--- config.mk ---
export PLATFORM = sky130hd
export DESIGN_NAME = ecc_loc_fixer
export DESIGN_NICKNAME = d
export VERILOG_FILES = /design/src/rtl/ecfx_pkg.sv /design/src/rtl/ecfx_status_decode.sv /design/src/rtl/ecfx_screen.sv /design/src/rtl/ecfx_loc_map.sv /design/src/rtl/ecc_loc_fixer.sv
export SDC_FILE = /design/constraint.sdc
export NUM_CORES = 1
export LEC_CHECK = 0
export BUFFER_PORTS_ARGS = -buffer_cell sky130_fd_sc_hd__buf_2
export CAP_MARGIN = 40
export CORE_AREA = 2 2 149 151
export CTS_BUF_LIST = sky130_fd_sc_hd__clkbuf_4
export DETAILED_ROUTE_END_ITERATION = 6
export DIE_AREA = 0 0 151 153
export GPL_TIMING_DRIVEN = 0
export HOLD_SLACK_MARGIN = 0.15
export RECOVER_POWER = 25
export SLEW_MARGIN = 5
export SYNTH_ARGS = -nofsm -noshare
export SYNTH_HDL_FRONTEND = slang
export SYNTH_SLANG_ARGS = --single-unit
export TNS_END_PERCENT = 100
--- constraint.sdc ---
create_clock -name clk -period 2.2 [get_ports clk]
set_input_delay 0.33 -clock clk [delete_from_list [all_inputs] [get_ports clk]]
set_output_delay 0.33 -clock clk [all_outputs]
set_load 0.02 [all_outputs]
--- src/rtl/ecfx_pkg.sv ---
package ecfx_pkg;
    typedef enum logic [3:0] {
        FX_IDLE, FX_SCREEN, FX_KICK, FX_POLL, FX_PICK,
        FX_READ, FX_WRITE, FX_DONE, FX_FAIL
    } fx_state_t;

    typedef enum logic [1:0] {
        FK_CLEAN, FK_TOO_MANY, FK_READY, FK_WORKING
    } fx_kind_t;
endpackage

--- src/rtl/ecfx_status_decode.sv ---
module ecfx_status_decode
    import ecfx_pkg::*;
(
    input  logic [3:0] code_i,
    output fx_kind_t   kind_o
);
    always_comb begin
        unique case (code_i)
            4'd0:       kind_o = FK_CLEAN;
            4'd1:       kind_o = FK_TOO_MANY;
            4'd2, 4'd3: kind_o = FK_READY;
            default:    kind_o = FK_WORKING;
        endcase
    end
endmodule

--- src/rtl/ecfx_screen.sv ---
module ecfx_screen #(
    parameter int ECC_BYTES = 10,
    parameter int SYN_WORDS = 4
) (
    input  logic [ECC_BYTES*8-1:0]  stored_ecc_i,
    input  logic [SYN_WORDS*32-1:0] syndrome_i,
    output logic                    erased_o,
    output logic                    clean_o
);
    logic [ECC_BYTES-1:0] byte_ff;
    logic [SYN_WORDS-1:0] word_nz;

    for (genvar b = 0; b < ECC_BYTES; b++) begin : g_byte
        assign byte_ff[b] = &stored_ecc_i[8*b +: 8];
    end
    for (genvar w = 0; w < SYN_WORDS; w++) begin : g_word
        assign word_nz[w] = |syndrome_i[32*w +: 32];
    end

    assign erased_o = &byte_ff;
    assign clean_o  = ~|word_nz;
endmodule

--- src/rtl/ecfx_loc_map.sv ---
module ecfx_loc_map #(
    parameter int DATA_BYTES  = 512,
    parameter int GUARD_BYTES = 7,
    localparam int IDXW = $clog2(DATA_BYTES)
) (
    input  logic [1:0]      err_idx_i,
    input  logic [31:0]     loc_pair0_i,
    input  logic [31:0]     loc_pair1_i,
    input  logic [31:0]     val_pair0_i,
    input  logic [31:0]     val_pair1_i,
    output logic [IDXW-1:0] byte_idx_o,
    output logic [7:0]      flip_o,
    output logic            hit_o
);
    localparam int LAST_POS = DATA_BYTES + GUARD_BYTES;

    logic [3:0][15:0] loc_half;
    logic [3:0][15:0] val_half;

    for (genvar k = 0; k < 4; k++) begin : g_slot
        if (k < 2) begin : g_lo
            assign loc_half[k] = loc_pair0_i[16*(k%2) +: 16];
            assign val_half[k] = val_pair0_i[16*(k%2) +: 16];
        end else begin : g_hi
            assign loc_half[k] = loc_pair1_i[16*(k%2) +: 16];
            assign val_half[k] = val_pair1_i[16*(k%2) +: 16];
        end
    end

    int pos;
    always_comb begin
        pos        = LAST_POS - int'(loc_half[err_idx_i][9:0]);
        hit_o      = (pos >= 0) && (pos < DATA_BYTES);
        byte_idx_o = IDXW'(pos);
        flip_o     = val_half[err_idx_i][7:0];
    end
endmodule

--- src/rtl/ecc_loc_fixer.sv ---
module ecc_loc_fixer
    import ecfx_pkg::*;
#(
    parameter int DATA_BYTES  = 512,
    parameter int GUARD_BYTES = 7,
    parameter int ECC_BYTES   = 10,
    parameter int SYN_WORDS   = 4,
    parameter int POLL_LIMIT  = 64,
    localparam int IDXW = $clog2(DATA_BYTES)
) (
    input  logic                    clk,
    input  logic                    rst_n,
    input  logic                    start_i,
    input  logic [ECC_BYTES*8-1:0]  stored_ecc_i,
    input  logic [SYN_WORDS*32-1:0] syndrome_i,
    input  logic [3:0]              status_i,
    input  logic [1:0]              err_cnt_i,
    input  logic [31:0]             loc_pair0_i,
    input  logic [31:0]             loc_pair1_i,
    input  logic [31:0]             val_pair0_i,
    input  logic [31:0]             val_pair1_i,
    output logic                    calc_go_o,
    output logic [IDXW-1:0]         ram_addr_o,
    output logic                    ram_rd_o,
    output logic                    ram_wr_o,
    output logic [7:0]              ram_wdata_o,
    input  logic [7:0]              ram_rdata_i,
    output logic                    busy_o,
    output logic                    done_o,
    output logic                    fail_o,
    output logic [2:0]              fixed_cnt_o
);
    localparam int TW = $clog2(POLL_LIMIT + 1);

    fx_state_t       state_q, state_d;
    fx_kind_t        kind;
    logic            erased, clean;
    logic [IDXW-1:0] map_idx;
    logic [7:0]      map_flip;
    logic            map_hit;
    logic [1:0]      idx_q;
    logic [2:0]      total_q;
    logic [2:0]      fixed_q;
    logic [IDXW-1:0] addr_q;
    logic [7:0]      flip_q;
    logic [TW-1:0]   tmo_q;
    logic            last_err;
    logic            tmo_hit;

    ecfx_status_decode u_dec (.code_i(status_i), .kind_o(kind));

    ecfx_screen #(.ECC_BYTES(ECC_BYTES), .SYN_WORDS(SYN_WORDS)) u_scr (
        .stored_ecc_i(stored_ecc_i), .syndrome_i(syndrome_i),
        .erased_o(erased), .clean_o(clean)
    );

    ecfx_loc_map #(.DATA_BYTES(DATA_BYTES), .GUARD_BYTES(GUARD_BYTES)) u_map (
        .err_idx_i(idx_q),
        .loc_pair0_i(loc_pair0_i), .loc_pair1_i(loc_pair1_i),
        .val_pair0_i(val_pair0_i), .val_pair1_i(val_pair1_i),
        .byte_idx_o(map_idx), .flip_o(map_flip), .hit_o(map_hit)
    );

    assign last_err = ({1'b0, idx_q} == (total_q - 3'd1));
    assign tmo_hit  = (tmo_q == TW'(POLL_LIMIT - 1));

    // state register
    always_ff @(posedge clk or negedge rst_n) begin
        if (!rst_n) state_q <= FX_IDLE;
        else        state_q <= state_d;
    end

    // next-state logic
    always_comb begin
        state_d = state_q;
        unique case (state_q)
            FX_IDLE:   if (start_i) state_d = FX_SCREEN;
            FX_SCREEN: state_d = (erased || clean) ? FX_DONE : FX_KICK;
            FX_KICK:   state_d = FX_POLL;
            FX_POLL: begin
                unique case (kind)
                    FK_CLEAN:    state_d = FX_DONE;
                    FK_TOO_MANY: state_d = FX_FAIL;
                    FK_READY:    state_d = FX_PICK;
                    FK_WORKING:  if (tmo_hit) state_d = FX_FAIL;
                endcase
            end
            FX_PICK: begin
                if (map_hit)       state_d = FX_READ;
                else if (last_err) state_d = FX_DONE;
            end
            FX_READ:  state_d = FX_WRITE;
            FX_WRITE: state_d = last_err ? FX_DONE : FX_PICK;
            FX_DONE, FX_FAIL: state_d = FX_IDLE;
            default:  state_d = FX_IDLE;
        endcase
    end

    // job datapath
    always_ff @(posedge clk or negedge rst_n) begin
        if (!rst_n) begin
            idx_q   <= '0;
            total_q <= '0;
            fixed_q <= '0;
            addr_q  <= '0;
            flip_q  <= '0;
            tmo_q   <= '0;
        end else begin
            unique case (state_q)
                FX_IDLE: if (start_i) fixed_q <= '0;
                FX_KICK: tmo_q <= '0;
                FX_POLL: begin
                    if (kind == FK_READY) begin
                        total_q <= {1'b0, err_cnt_i} + 3'd1;
                        idx_q   <= '0;
                    end else if (kind == FK_WORKING) begin
                        tmo_q <= tmo_q + TW'(1);
                    end
                end
                FX_PICK: begin
                    addr_q <= map_idx;
                    flip_q <= map_flip;
                    if (!map_hit) idx_q <= idx_q + 2'd1;
                end
                FX_WRITE: begin
                    fixed_q <= fixed_q + 3'd1;
                    idx_q   <= idx_q + 2'd1;
                end
                default: ;
            endcase
        end
    end

    // outputs
    always_comb begin
        busy_o      = (state_q != FX_IDLE);
        calc_go_o   = (state_q == FX_KICK);
        ram_rd_o    = (state_q == FX_READ);
        ram_wr_o    = (state_q == FX_WRITE);
        ram_addr_o  = addr_q;
        ram_wdata_o = ram_rdata_i ^ flip_q;
        done_o      = (state_q == FX_DONE);
        fail_o      = (state_q == FX_FAIL);
        fixed_cnt_o = fixed_q;
    end

    a_r7_write_follows_read: assert property (@(posedge clk) disable iff (!rst_n)
        ram_wr_o |-> ($past(ram_rd_o) && $stable(ram_addr_o)));
    a_r7_no_overlap: assert property (@(posedge clk) disable iff (!rst_n)
        !(ram_rd_o && ram_wr_o));
    a_r3_single_kick: assert property (@(posedge clk) disable iff (!rst_n)
        calc_go_o |=> !calc_go_o);
    a_r9_busy_from_start: assert property (@(posedge clk) disable iff (!rst_n)
        $rose(busy_o) |-> $past(start_i));
    a_r11_end_exclusive: assert property (@(posedge clk) disable iff (!rst_n)
        !(done_o && fail_o));
    a_r11_end_drops_busy: assert property (@(posedge clk) disable iff (!rst_n)
        (done_o || fail_o) |=> !busy_o);
    a_r8_count_bound: assert property (@(posedge clk) disable iff (!rst_n)
        done_o |-> (fixed_cnt_o <= 3'd4));
endmodule

==> out/results.ini, run 1 <==
[yosys]
synth_cells = 313
synth_ff_type = dfrtp_1
avgSynthCellArea_um2 = 9.05
ys_async_sr_fraction_pct = 100
yosys.cell_types.count = 47
synth_edf_count = 0
syn_area_um2 = 2830
synth_seq_cells = 36
yosysSeqAreaShare_pct = 31.8
yosysWarnings = 0
synth_fp_nets = 671

[cts]
numCtsBuffers = 5
cts_max_path_buffers = 2
clk_latency_ps = 340
cts_sinks = 36
tritoncts = yes
root_buffer = clkbuf_4
clk_pin_slew_ps = 110
htreeDepth = 2

[global_route]
grt_overflow = 0
grt_pass1_vias = 4013
met1_usage_pct = 13.0
antenna_found_initial = 4
grt_max_degree = 25
grtUsageTotal_pct = 11.2
use_met2_pct = 20.9
busiest_layer = met2
met3_usage_pct = 2.72
grt_pass1_wl_um = 20200

[setup_path]
crit_required_ps = 2410
cp.arrival_ps = 2660
critPathLaunchType = register
crit_fanout = 4
worst_setup_path_end_kind = register
critPathKind = reg -> reg

[place]
io_buffers = 322
pre_cts_ws_ps = -398
gp_congestion = 0.848
dp_hpwl_um = 11600

[cells_and_area]
multiInputGateArea_um2 = 1870
area_delta_synth_final_pct = 75.6
nFillCells = 2442
fin_nets = 1008
regArea_um2 = 903
drive_gt1_share_pct = 58.3

[power]
p_leak_nw = 2.44
irDropWorstVdd_v = 0.000221
p_per_area_nw_per_um2 = 830
power.total_w = 0.00413

[floorplanning]
die_w_um = 151
io_pins = 379
num_rows = 54
dieArea_um2 = 23100
coreArea_um2 = 21500
fp.dieH_um = 153
initial_core_util_pct = 13.2

[detailed_routing]
drt-total-wl_um = 13300
viasPerCell = 4.20
vias = 3914
wire_per_inst_um = 14.3
drtIter0Drc = 137
drt_first_pass_iters = 4
post-route-drc-count = 0
drtAntennaViolNets = 0

[min_path]
hp-class = in -> reg

[sta]
slew_headroom_pct = 52.8
finalClockSkew_ps = 12.8
hold_viol = 0
worstMarginPinSlew_ps = 708
setup_slack_ps = -245
fmax_mhz = 409
min_period_ps = 2450
period_share_pct = 111
slew_violations = 0
rsz0062_at_grt = true
finalSetupViolCount = 5

[run]
maxCapViolCount = 0

[outcome]
outcome = finished, violations left
violations = setup timing

[layer usage]
metal | share of wire (%) | routed length, um | vias up
met5 | 0.31 | 41 | -
met4 | 0.94 | 125 | 6
met3 | 6.5 | 869 | 14
met2 | 53 | 7030 | 162
met1 | 39 | 5240 | 1831
li1 | - | - | 1901
[layout by cell type, fill, tap and decap left out, types with 9 or more instances in the layout]
cell type	count
o21ai_0	16
xor2_1	14
nand2_1	47
buf_2	322
nand3_1	9
nand4_1	30
dfrtp_1	34
mux4_2	16
nor2_1	17
nor4_1	39
[worst max-delay path, cell delays in order, from the launching register on]
cell and delay [ps]:
dfrtp_2 450, buf_6 120, mux4_2 510, inv_2 90, ha_4 130, inv_4 30, a211o_1 280, mux2_4 350
a211oi_4 230, a32oi_1 130
[sequential cells by signal (all words and copies together), names as in the netlist]
register / cells
idx_q: 2
flip_q: 8
total_q: 3
ram_addr_o: 9
tmo_q: 7
fixed_cnt_o: 3
state_q: 4
[synthesized netlist by cell type (all sizes together), types with 7 or more instances]
master  count  area [um^2]
nor3        8         40.0
nor2       18         67.6
dfrtp      36          901
o21ai      17         85.1
nand2      47          176
clkbuf      7         26.3
mux4       16          364
xor2       14          123
nand3       9         45.0
nor4       40          250
nand4      30          188
mux2i       7         70.1
inv        10         37.5
[power breakdown]
part / switching (W) / leakage, nW / total (W) / internal, W
sequential: 0.000243 / 0.449 / 0.00118 / 0.000938
combinational: 0.00140 / 1.97 / 0.00259 / 0.00119
clock: 0.000235 / 0.0271 / 0.000352 / 0.000117
[through the flow]
| stage | utilization, % | TNS, ps | hold slack [ps] | cells | area (um^2) |
|---|---|---|---|---|---|
| CTS | 23.1 | -1090 | 185 | 930 | 4950 |
| floorplan | - | -406 | 34.4 | 313 | 2840 |
| global placement | 22.4 | -3090 | 459 | 915 | 4810 |
| finish | 23.1 | -941 | 195 | 932 | 4970 |
| detailed placement | 22.5 | -3140 | 256 | 917 | 4840 |
| global route | 23.1 | -1500 | 206 | 930 | 4970 |
[area by class of cell]
| type | instances | area share [%] |
|---|---|---|
| flip-flops and latches | 36 | 18.2 |
| diodes | 2 | 0.101 |
| repair buffers | 332 | 34.0 |
| clock buffers | 5 | 0.755 |
| multi-input cells | 255 | 37.6 |
| plain buffers | 10 | 1.26 |
| clock inverters | 2 | 0.252 |
| well taps | 280 | 7.05 |
| inverters | 10 | 0.805 |
[worst paths after layout]
kind	startpoint	end	slack (ps)	cells after the start
hold / removal	err_cnt_i[0]	total_q[0]$_DFFE_PN0P_	190	2
setup / recovery	idx_q[0]$_DFFE_PN0P_	state_q[1]$_DFFE_PN0P_	-250	9
max in group asynchronous	rst_n	state_q[2]$_DFFE_PN0P_	570	3
min in group asynchronous	rst_n	flip_q[4]$_DFFE_PN0P_	540	2
setup reg to reg	idx_q[0]$_DFFE_PN0P_	state_q[1]$_DFFE_PN0P_	-250	9
hold reg to reg	ram_addr_o[0]$_DFFE_PN0P_	ram_addr_o[0]$_DFFE_PN0P_	490	2
[repair_timing]
action	CTS	global route
endpoints found under the hold margin	12	0
pin swaps	4	4
setup endpoints to repair	16	20
gates resized for setup	9	11
buffers inserted	7	0
hold buffers	1	0
[logic make-up (layout without fill, tap and decap cells)]
group | Yosys count | after routing | share of synthesized area (%)
compound gates | 38 | 38 | 8.75
xor+xnor | 19 | 19 | 5.88
fa+ha+maj | 5 | 5 | 2.21
buf+inv | 22 | 359 | 3.31
flops | 36 | 36 | 31.8
mux | 27 | 27 | 17.1
other cells | 0 | 2 | 0
simple gates | 166 | 166 | 31.0
Power figures use the tool's default switching activity.
==> inputs of run 2 (changes only) <==
--- a/config.mk
+++ b/config.mk
@@ -7,10 +7,10 @@
 export LEC_CHECK = 0
 export BUFFER_PORTS_ARGS = -buffer_cell sky130_fd_sc_hd__buf_2
 export CAP_MARGIN = 40
-export CORE_AREA = 2 2 149 151
+export CORE_AREA = 2 2 146 148
 export CTS_BUF_LIST = sky130_fd_sc_hd__clkbuf_4
 export DETAILED_ROUTE_END_ITERATION = 6
-export DIE_AREA = 0 0 151 153
+export DIE_AREA = 0 0 148 150
 export GPL_TIMING_DRIVEN = 0
 export HOLD_SLACK_MARGIN = 0.15
 export RECOVER_POWER = 25
==> constraint.sdc (replaced) <==
create_clock -name clk -period 2.6 [get_ports clk]
set_input_delay 0.39 -clock clk [delete_from_list [all_inputs] [get_ports clk]]
set_output_delay 0.39 -clock clk [all_outputs]
set_load 0.02 [all_outputs]
==> run 2 against run 1 <==
The run now ends clean. Critical path depth unchanged. Total power decreased by 14%. Combinational power decreased by 17%. Routed wire length increased by 6.4%. Sequential share of layout area increased by 0.081 points. Sequential power decreased by 16%. Critical endpoint is now state_q[0]$_DFFE_PN0P_. Largest power group unchanged.
==> out/results.ini, run 2 (synthesized netlist as in run 1, its figures left out) <==
[cts]
cts_sinks = 36  ; unchanged
tritoncts = yes
clk_pin_slew_ps = 130  ; +20 ps
clk_latency_ps = 360  ; +20 ps
numCtsBuffers = 5  ; unchanged
cts_max_path_buffers = 2  ; unchanged
htreeDepth = 2  ; unchanged
root_buffer = clkbuf_4

[floorplanning]
initial_core_util_pct = 13.7  ; +0.51 points
coreArea_um2 = 20700  ; -3.7%
dieArea_um2 = 22200  ; -3.9%
fp.dieH_um = 150  ; -2.0%
num_rows = 53  ; -1.9%
io_pins = 379  ; unchanged
die_w_um = 148  ; -2.0%

[detailed_routing]
post-route-drc-count = 0  ; unchanged
met2WireLength_um = 6810  ; -3.1%
drt_first_pass_iters = 4  ; unchanged
vias = 3953  ; +1.0%
drt-total-wl_um = 14200  ; +6.4%
drtAntennaViolNets = 0  ; unchanged
top_layer_used = met5
wl_met3_um = 1350  ; +55%
viasPerCell = 4.26  ; +1.5%
wl_met1_um = 5710  ; +9.0%
wire_per_inst_um = 15.3  ; +7.0%
drtIter0Drc = 159  ; +16%

[sta]
period_share_pct = 95.5  ; -16 points
worstMarginPinSlew_ps = 847  ; +139 ps
min_period_ps = 2480  ; +38.2 ps
rsz0062_at_grt = true
slew_headroom_pct = 43.5  ; -9.3 points
finalClockSkew_ps = 13.8  ; +0.972 ps
setup_tns_ps = 0  ; +941 ps
fmax_mhz = 403  ; -1.5%
slew_violations = 0  ; unchanged
finalSetupViolCount = 0  ; -5
hold_viol = 0  ; unchanged

[cells_and_area]
drive_gt1_share_pct = 56.5  ; -1.8 points
fin_nets = 1007  ; -0.099%
largest_register_ffs = 9  ; unchanged
area_delta_synth_final_pct = 74.5
fin_area_um2 = 4940  ; -0.58%
final_common_cell = buf_2
mostFrequentLayoutCells = buf_2, nand2_1, nor4_1

[setup_path]
path_cells = buf_8 > mux4_2 > inv_1 > ha_1 > inv_1 > a211o_1 > mux2_4 > a211oi_2 > a32oi_1
crit_required_ps = 2850  ; +440 ps
critPathLaunchType = register
crit_slowest_cell = mux4_2
crit_fanout = 4  ; unchanged
cp.arrival_ps = 2730  ; +70 ps
cp_common_cell = inv_1
critPathKind = reg -> reg
slowest_delay_ps = 530  ; +20 ps
worst_setup_path_end_kind = register

[place]
io_buffers = 322  ; unchanged
place_area_um2 = 4820  ; -0.39%
gp_congestion = 0.903  ; +6.5%
dp_hpwl_um = 12300  ; +5.7%

[power]
switching_share_pct = 45.1  ; -0.46 points
p_per_area_nw_per_um2 = 720  ; -13%
clkPwrFrac_pct = 12.0  ; +3.5 points
switching_power_w = 0.00161  ; -15%
irDropWorstVdd_v = 0.000229  ; +3.4%
power_frac_comb_pct = 60.3  ; -2.6 points
p_leak_nw = 2.44  ; about the same
seqPwrFrac_pct = 27.7  ; -0.9 points
p_int_w = 0.00195  ; -13%

[global_route]
grt_pass1_vias = 3798  ; -5.4%
grt_overflow = 0  ; unchanged
grt_max_degree = 33  ; +32%
antenna_found_initial = 6  ; +2
grt_pass1_wl_um = 20600  ; +1.7%
grtUsageTotal_pct = 12.2  ; +0.93 points

[run]
maxCapViolCount = 0  ; unchanged

[outcome]
outcome = complete, no violations

[min_path]
hp-class = in -> reg

==> run 2: cell count changes in the layout (fill, tap and decap cells not counted), sizes merged <==
| cell | before | now |
|---|---|---|
| buf | 331 | 332 |
| clkbuf | 14 | 12 |
| bufinv | 0 | 1 |
==> run 2: metrics by stage <==
| stage | hold slack [ps] | worst slack, ps | utilization, % | power (W) | std cells |
|---|---|---|---|---|---|
| global route | 224 | -10.0 | 23.9 | 0.00389 | 926 |
| finish | 231 | 117 | 23.9 | 0.00356 | 927 |
| floorplan | 94.4 | 248 | - | 0.00230 | 313 |
| global placement | 459 | -69.6 | 23.1 | 0.00307 | 910 |
| detailed placement | 238 | -73.9 | 23.3 | 0.00311 | 912 |
| CTS | 201 | 13.3 | 23.8 | 0.00358 | 922 |
==> run 2: what timing repair did <==
item / CTS / global route
cloned: 0 / 0
hold buffers: 1 / 0
pin swaps: 0 / 1
resized for setup: 2 / 5
setup buffers: 1 / 5
hold endpoints to repair: 36 / 0
endpoints found under the setup margin: 4 / 8
==> run 2: final cells by class <==
| class | count | area, um^2 |
|---|---|---|
| Antenna cell | 2 | 5.00 |
| Buffer | 10 | 53.8 |
| Clock buffer | 5 | 37.5 |
| Clock inverter | 3 | 42.5 |
| Fill cell | 2317 | 15700 |
| Inverter | 10 | 37.5 |
| Multi-Input combinational cell | 255 | 1840 |
| Sequential cell | 36 | 902 |
| Tap cell | 275 | 344 |
| Timing Repair Buffer | 331 | 1680 |
==> run 2: worst max-delay path: cells and delay by family, from the launching register on <==
| kind | cells | cell delay [ps] |
|---|---|---|
| AO/OA/AOI/OAI | 3 | 630 |
| adder cells (fa/ha/maj) | 1 | 140 |
| buffers and inverters | 3 | 290 |
| flip-flops | 1 | 440 |
| multiplexers | 2 | 880 |
==> run 2: power groups by stage <==
stage               Clock, W  Combinational, W  Sequential [W]
floorplan                  0           0.00127         0.00104
global placement           0           0.00211        0.000960
detailed placement         0           0.00214        0.000970
CTS                 0.000453           0.00217        0.000958
global route        0.000466           0.00239         0.00103
finish              0.000425           0.00215        0.000986
==> run 2: final timing paths <==
kind,from,end,slack (ps),cells after the start
worst min-delay path,err_cnt_i[0],total_q[0]$_DFFE_PN0P_,230,2
worst max-delay path,idx_q[0]$_DFFE_PN0P_,state_q[0]$_DFFE_PN0P_,120,9
worst max register to register,idx_q[0]$_DFFE_PN0P_,state_q[0]$_DFFE_PN0P_,120,9
min in group asynchronous,rst_n,flip_q[4]$_DFFE_PN0P_,410,2
max in group asynchronous,rst_n,idx_q[0]$_DFFE_PN0P_,1010,3
worst min register to register,ram_addr_o[5]$_DFFE_PN0P_,ram_addr_o[5]$_DFFE_PN0P_,490,2
==> run 2: metal layers <==
layer	up-vias	GRT usage, %
li1	1901	-
met1	1820	14.4
met2	208	21.7
met3	18	3.45
met4	6	3.14
met5	-	0
==> inputs of run 3 (changes only) <==
==> constraint.sdc (replaced) <==
create_clock -name clk -period 2.4 [get_ports clk]
set_input_delay 0.36 -clock clk [delete_from_list [all_inputs] [get_ports clk]]
set_output_delay 0.36 -clock clk [all_outputs]
set_load 0.02 [all_outputs]
==> run 3 against run 2 <==
The run now ends with setup timing left. Sequential power increased by 9%. Design area increased by 1.0%. Hold slack got worse by 41 ps. Worst setup slack got worse by 180 ps. Total power increased by 11%. Critical path depth unchanged. Core utilization increased by 0.25 points. Final cell count unchanged. Sequential share of layout area decreased by 0.19 points. First-iteration DRC count decreased by 1.9%. Routed wire length increased by 0.90%. Critical path type unchanged. Largest cell class unchanged. Highest routed layer unchanged.
==> out/results.ini, run 3 (synthesized netlist as in run 1, its figures left out) <==
[sta]
setup_tns_ps = -104  ; -104 ps
finalSetupViolCount = 2  ; +2
finalClockSkew_ps = 7.02  ; -6.78 ps
setup_slack_ps = -59.5  ; -176 ps
rsz0062_at_grt = true
slew_headroom_pct = 41.9  ; -1.6 points
min_period_ps = 2460  ; -24.0 ps
period_share_pct = 102  ; +7.0 points
hold_viol = 0  ; unchanged
slew_violations = 0  ; unchanged
fmax_mhz = 407  ; +0.98%
worstMarginPinSlew_ps = 871  ; +23.7 ps

[cells_and_area]
multiInputGateArea_um2 = 1880  ; +2.5%
fin_area_um2 = 4990  ; +1.0%
largest_register_ffs = 9  ; unchanged
drive_gt1_share_pct = 57.5  ; +1.0 points
mostFrequentLayoutCells = buf_2, nand2_1, nor4_1
fin_cells = 927  ; unchanged
final_common_cell = buf_2
fin_nets = 1006  ; -0.099%
regArea_um2 = 902  ; unchanged
nFillCells = 2317  ; unchanged
fin_util_pct = 24.1  ; +0.25 points
area_delta_synth_final_pct = 76.4

[setup_path]
setup.worst_path.start = idx_q[0]$_DFFE_PN0P_
reg2reg_from = idx_q[0]$_DFFE_PN0P_
cp.arrival_ps = 2710  ; -20 ps
critPathLaunchType = register
crit_required_ps = 2650  ; -200 ps
critPathKind = reg -> reg
crit_fanout = 3  ; -1
worst_setup_path_end_kind = register

[power]
p_per_area_nw_per_um2 = 790  ; +9.7%
p_leak_nw = 2.44  ; -0.12%
irDropWorstVdd_v = 0.000250  ; +9.3%
power.total_w = 0.00395  ; +11%

[outcome]
violations = setup timing
outcome = finished, violations left

[cts]
clk_latency_ps = 360  ; about the same
root_buffer = clkbuf_4
tritoncts = yes
numCtsBuffers = 5  ; unchanged
cts_sinks = 36  ; unchanged
clk_pin_slew_ps = 130  ; about the same
htreeDepth = 2  ; unchanged
cts_max_path_buffers = 2  ; unchanged

[detailed_routing]
wire_per_inst_um = 15.4  ; +0.90%
wl_met1_um = 5830  ; +2.2%
post-route-drc-count = 0  ; unchanged
top_layer_used = met5
met2WireLength_um = 6900  ; +1.4%
drt_first_pass_iters = 4  ; unchanged
vias = 3959  ; +0.15%
viasPerCell = 4.27  ; +0.15%
drtIter0Drc = 156  ; -1.9%
drt-total-wl_um = 14300  ; +0.90%
wl_met3_um = 1260  ; -6.4%
drtAntennaViolNets = 0  ; unchanged

[floorplanning]
coreArea_um2 = 20700  ; unchanged
io_pins = 379  ; unchanged
dieArea_um2 = 22200  ; unchanged
die_w_um = 148  ; unchanged
initial_core_util_pct = 13.7  ; unchanged
fp.dieH_um = 150  ; unchanged
num_rows = 53  ; unchanged

[run]
maxCapViolCount = 0  ; unchanged

[place]
io_buffers = 322  ; unchanged
dp.cells = 912  ; unchanged
place_area_um2 = 4820  ; unchanged
gp_congestion = 0.903  ; unchanged
dp_hpwl_um = 12300  ; unchanged

[global_route]
grt_pass1_vias = 3814  ; +0.42%
grt_max_degree = 33  ; unchanged
grtUsageTotal_pct = 12.3  ; +0.097 points
grt_overflow = 0  ; unchanged
grt_pass1_wl_um = 20700  ; +0.64%
antenna_found_initial = 6  ; unchanged

[min_path]
hp-start = err_cnt_i[0]
hp-class = in -> reg

## run 3: cell types whose count changed in the layout (fill, tap and decap cells not counted), sizes merged
cell,before,now
buf,332,329
clkbuf,12,14
diode,2,3
## run 3: worst max-delay path, cell delays in order (launching register included)
cell      delay, ps
dfrtp_2         440
buf_8           120
mux4_2          540
inv_2           100
ha_4            140
inv_4            30
a211o_4         280
mux2_4          340
a211oi_4        220
a32oi_1         130
## run 3: layer usage
layer | global-route usage, % | up-vias
li1 | - | 1898
met1 | 14.6 | 1845
met2 | 21.8 | 191
met3 | 3.45 | 19
met4 | 3.14 | 6
met5 | 0 | -
## run 3: through the flow
stage / hold slack [ps] / worst slack, ps
after floorplan: 64.4 / 48.3
after global placement: 459 / -270
after detailed placement: 208 / -274
after CTS: 171 / -66.3
after global routing: 194 / -140
final: 190 / -59.5
## run 3: what timing repair did
item                                    CTS  global route
buffers inserted                          4             1
endpoints found under the setup margin   16            10
gates resized for setup                  10            10
endpoints found under the hold margin    36             0
pin swaps                                 2             4
hold buffers                              1             0
## run 3: worst paths after layout
path                       slack (ps)  depth (start not counted)                         to
max                               -60                          9     state_q[0]$_DFFE_PN0P_
min                               190                          2     total_q[0]$_DFFE_PN0P_
max reg2reg                       -60                          9     state_q[0]$_DFFE_PN0P_
min reg2reg                       490                          2  ram_addr_o[0]$_DFFE_PN0P_
max in group asynchronous         820                          3       idx_q[0]$_DFFE_PN0P_
min in group asynchronous         380                          2      flip_q[4]$_DFFE_PN0P_
## run 3: cell type report
class	count	share of cell area [%]
antenna	3	0.150
buffer	10	1.23
clock buffer	5	0.752
clock inverter	3	0.852
inverter	10	0.802
multi-input combinational	255	37.7
sequential	36	18.1
tap	275	6.89
timing repair buffer	330	33.5
## run 3: power by group
group / leakage [nW] / switching (W) / internal (W)
Combinational: 1.95 / 0.00133 / 0.00108
Sequential: 0.450 / 0.000211 / 0.000858
Clock: 0.0412 / 0.000249 / 0.000217
Total: 2.44 / 0.00179 / 0.00215
